$ cat config.mk
export PLATFORM = sky130hd
export DESIGN_NAME = nap_ctrl
export DESIGN_NICKNAME = d
export VERILOG_FILES = /design/src/rtl/nap_ctrl.sv
export SDC_FILE = /design/constraint.sdc
export NUM_CORES = 1
export LEC_CHECK = 0
export ABC_AREA = 1
export BUFFER_PORTS_ARGS = -buffer_cell sky130_fd_sc_hd__buf_2
export CORE_AREA = 2 2 39 41
export CTS_BUF_LIST = sky130_fd_sc_hd__clkbuf_8
export CTS_CLUSTER_SIZE = 40
export DETAILED_ROUTE_END_ITERATION = 8
export DIE_AREA = 0 0 41 43
export HOLD_SLACK_MARGIN = 0.12
export PLACE_DENSITY = 0.57
export SLEW_MARGIN = 30
export SYNTH_ARGS = -nofsm -noshare
export SYNTH_HDL_FRONTEND = slang
export SYNTH_SLANG_ARGS = --single-unit
$ cat constraint.sdc
create_clock -name clk -period 3 [get_ports clk]
set_input_delay 0.3 -clock clk [delete_from_list [all_inputs] [get_ports clk]]
set_output_delay 0.3 -clock clk [all_outputs]
set_load 0.01 [all_outputs]
$ cat src/rtl/nap_ctrl.sv
module nap_ctrl #(
  parameter int TRANS_CYCLES   = 2,
  parameter int RECOVER_CYCLES = 3
) (
  input  logic clk,
  input  logic rst_n,
  input  logic nap_req,
  input  logic cs_n,
  input  logic strb_p_n,
  input  logic strb_c_n,
  output logic core_cs_n,
  output logic core_strb_p_n,
  output logic core_strb_c_n,
  output logic sleep_active,
  output logic access_block,
  output logic protocol_error
);
  localparam int CNT_MAX = (RECOVER_CYCLES > TRANS_CYCLES) ? RECOVER_CYCLES : TRANS_CYCLES;
  localparam int CW      = $clog2(CNT_MAX + 1);

  typedef enum logic [2:0] {AWAKE, ENTERING, ASLEEP, EXITING, RECOVERY} state_t;

  state_t          st, st_nxt;
  logic [CW-1:0]   cnt, cnt_nxt;
  logic [1:0]      sync_q;
  logic            req_s;
  logic            misuse;

  always_ff @(posedge clk or negedge rst_n)
    if (!rst_n) sync_q <= '0;
    else        sync_q <= {sync_q[0], nap_req};

  assign req_s = sync_q[1];

  always_comb begin
    st_nxt  = st;
    cnt_nxt = cnt;
    case (st)
      AWAKE:    if (req_s) begin st_nxt = ENTERING; cnt_nxt = CW'(TRANS_CYCLES - 1); end
      ENTERING: if (cnt == '0) st_nxt = ASLEEP; else cnt_nxt = cnt - 1'b1;
      ASLEEP:   if (!req_s) begin st_nxt = EXITING; cnt_nxt = CW'(TRANS_CYCLES - 1); end
      EXITING:  if (cnt == '0) begin st_nxt = RECOVERY; cnt_nxt = CW'(RECOVER_CYCLES - 1); end
                else cnt_nxt = cnt - 1'b1;
      RECOVERY: if (cnt == '0) st_nxt = AWAKE; else cnt_nxt = cnt - 1'b1;
      default:  st_nxt = AWAKE;
    endcase
  end

  always_ff @(posedge clk or negedge rst_n)
    if (!rst_n) begin
      st  <= AWAKE;
      cnt <= '0;
    end else begin
      st  <= st_nxt;
      cnt <= cnt_nxt;
    end

  assign access_block = (st != AWAKE);
  assign sleep_active = (st == ASLEEP);
  assign misuse       = access_block & ~(cs_n & strb_p_n & strb_c_n);

  always_ff @(posedge clk or negedge rst_n)
    if (!rst_n) protocol_error <= 1'b0;
    else        protocol_error <= protocol_error | misuse;

  assign core_cs_n     = cs_n     | access_block;
  assign core_strb_p_n = strb_p_n | access_block;
  assign core_strb_c_n = strb_c_n | access_block;

  assert_entry_after_sync_R2: assert property (@(posedge clk) disable iff (!rst_n)
    $rose(access_block) |-> $past(req_s));

  assert_entry_length_R3: assert property (@(posedge clk) disable iff (!rst_n)
    $rose(sleep_active) |-> ($past(access_block) && $past(access_block, 2)));

  assert_exit_still_blocked_R4: assert property (@(posedge clk) disable iff (!rst_n)
    $fell(sleep_active) |-> access_block);

  assert_sleep_implies_block_R5: assert property (@(posedge clk) disable iff (!rst_n)
    sleep_active |-> (access_block && core_cs_n && core_strb_p_n && core_strb_c_n));

  assert_misuse_flagged_R6: assert property (@(posedge clk) disable iff (!rst_n)
    (access_block && !strb_c_n) |=> protocol_error);

  assert_error_sticky_R7: assert property (@(posedge clk) disable iff (!rst_n)
    protocol_error |=> protocol_error);
endmodule

==> impl_metrics.toml <==
[run_status]
status = "finished, final reports clean"

[route]
routedWlPerCell_um = 8.670
met2_length_um = 343
drc_errors = 0
m1WireLength_um = 406
met3_length_um = 13
dr.pass1.iters = 3
first_iter_violations = 5
viasPerCell = 4.385
via_count = 399
highest_layer = "met4"
postRouteAntennaNets = 0
drt_wl_total_um = 789

[clocking]
hold_buffers = 1
cts_buffers = 3
htree_levels = 1
clk_latency_ps = 220
ctsResizeCount = 0
cts.sinks = 8
cts_buffer_depth = 2
clkTransAtPathRegs_ps = 40
root_buffer = "clkbuf_8"
post-cts-setup-buffers = 0
cts_tree = "yes"

[yosys]
yosys_warnings = 0
avgSynthCellArea_um2 = 7.999
synth_area_leader_cell = "dfrtp_1"
syn-num-nets = 69
syn_area_um2 = 488.0
async_flop_share_pct = 100.0
syn_inst = 61
yosys_register_bits = 8
synth-edff-count = 0
synth.area.top_cells = "dfrtp_1, nand2_1, inv_1, ha_1, nand2_2"
seq_area_frac_synth_pct = 41.03
yosys.cell_count.top_type = "nand2_1"
ys.flop_type = "dfrtp_1"
synth_cell_types = 20
synth_common_cells = "nand2_1, inv_1, dfrtp_1"
yosysTopAreaCellShare_pct = 41.03

[timing]
rsz0062_at_grt = "no"
finClkSkew_ps = 0.8170
worst_pin_slew_ps = 318.4
finalMaxSlewViolations = 0
max_slew_margin_pct = 78.78
fin_crit_sh_pct = 51.88
fin_setup_tns_ps = 0
hold_violations = 0
setup_viol = 0
finalWorstPathRequiredPeriod_ps = 1556
fmax_mhz = 642.5

[setup_path]
cpPeakStageDelay_ps = 480
cp.arrival_ps = 1260
startpoint_type = "register"
r2r-start = "st[0]"
critPathBufInv = 2
path_cells = "nor2_4 -> nand2_2 -> inv_1 -> nand2_1 -> buf_2"
path_class = "register to output pin"
cp_slowest_cell = "dfrtp_1"
cp-startpoint = "st[0]"
path_max_fanout = 9
crit_family = "flip-flops"
crit_path_end_kind = "output pin"
required_ps = 2700

[placed_design]
port_buffers = 11
post-place-cells = 87
dpl_cell_area_um2 = 551.8
gp_congestion = 0.7816
hpwl_um = 655.3

[cells_and_area]
drive_gt1_share_pct = 32.00
fin_area_um2 = 603.1
area_growth_pct = 23.59
n_antenna_cell = 0
fin_cells = 91
num-fill-cells = 146
fin_nets = 85

[pwr]
ir_worst_vdd_mv = 0.4282
p_int_mw = 0.3600
pwr-share-seq_pct = 29.5
clkPwrFrac_pct = 18.9
powerDensity_nw_per_um2 = 1070
p_switching_mw = 0.2855
power_switching_share_pct = 44.23
leakagePower_nw = 0.3284
combPwrFrac_pct = 51.6

[global_route]
overflow = 0
grt_pass1_vias = 356
grt_pass1_wl_mm = 1.462
grt_antenna_before_repair = 0
grt_max_degree = 10
grt.total_usage_pct = 12.73

[die]
die_h_um = 43
fp.coreArea_um2 = 1384
die_x_um = 41
io_pins = 12
die_area_um2 = 1763
start_util_pct = 35.26
rows = 14

[worst_hold_path]
hp-start = "nap_req"
hp-class = "input port to register"

[run]
cap_violations = 0
-- cell usage in the layout (no fill, tap or decap) --
cell type | Yosys | layout
nand2_1 | 16 | 16
inv_1 | 11 | 11
buf_2 | 0 | 11
dfrtp_1 | 8 | 8
nand2_2 | 4 | 4
clkbuf_8 | 0 | 3
o21ai_2 | 2 | 2
nand4_1 | 2 | 2
nor2_1 | 2 | 2
o21ai_1 | 2 | 2
nand3_1 | 2 | 2
ha_1 | 2 | 2
nor2_4 | 1 | 1
inv_2 | 1 | 1
nor3_1 | 1 | 1
o21bai_1 | 1 | 1
or2_0 | 1 | 1
a21oi_2 | 1 | 1
nand3b_1 | 1 | 1
a211o_2 | 1 | 1
o211ai_1 | 1 | 1
dlygate4sd3_1 | 0 | 1
-- registers in the layout (all words and copies together), names as in the netlist --
register        flops
cnt                 2
sync_q              2
protocol_error      1
st                  3
-- cell families (layout without fill, tap and decap cells) --
group / count (synthesis) / count (layout) / share of synthesized area [%]
adder cells (fa/ha/maj): 2 / 2 / 5.127
AO/OA/AOI/OAI: 8 / 8 / 12.57
flip-flops: 8 / 8 / 41.03
AND/OR/NAND/NOR: 30 / 30 / 29.74
buffers and inverters: 13 / 27 / 11.54
-- per-stage QoR --
| stage | hold WS, ps | setup WS (ps) | utilization, % | total power, mW |
|---|---|---|---|---|
| finish | 182.4 | 1444 | 43.58 | 0.6455 |
| global route | 180.6 | 1352 | 43.58 | 0.7130 |
| CTS | 177.2 | 1433 | 43.58 | 0.6546 |
| detailed placement | 143.5 | 1675 | 39.87 | 0.5261 |
| global placement | 144.6 | 1704 | 39.87 | 0.5228 |
| floorplan | 4.409 | 1810 | - | 0.4561 |
-- routing by layer --
metal  global-route usage (%)  up-vias
met5                        0        -
met4                    10.00        0
met3                    4.712        3
met2                    16.88        5
met1                    15.82      171
li1                         -      220
-- power by group through the flow --
stage                     Clock, mW  Combinational (mW)  Sequential, mW
after floorplan                   0               0.287           0.169
after global placement            0               0.333           0.190
after detailed placement          0               0.335           0.191
after CTS                     0.127               0.338           0.190
after global routing          0.133               0.383           0.197
final                         0.122               0.333           0.190
-- area by class of cell --
type / instances / area [um^2] / area share, %
Multi-Input combinational cell: 40 / 231.5 / 38.38
Inverter: 12 / 45.04 / 7.469
Clock buffer: 3 / 41.29 / 6.846
Sequential cell: 8 / 200.2 / 33.20
Tap cell: 16 / 20.02 / 3.320
Timing Repair Buffer: 12 / 65.06 / 10.79
-- worst paths after layout --
kind | slack (ps) | cells after the start | endpoint
worst min-delay path | 180 | 1 | sync_q[0]
worst max-delay path | 1440 | 5 | core_strb_p_n
worst max register to register | 1760 | 8 | cnt[0]
max in group asynchronous | 2400 | 2 | st[1]
worst min register to register | 340 | 0 | sync_q[1]
min in group asynchronous | 440 | 2 | st[0]
Power figures use the tool's default switching activity.
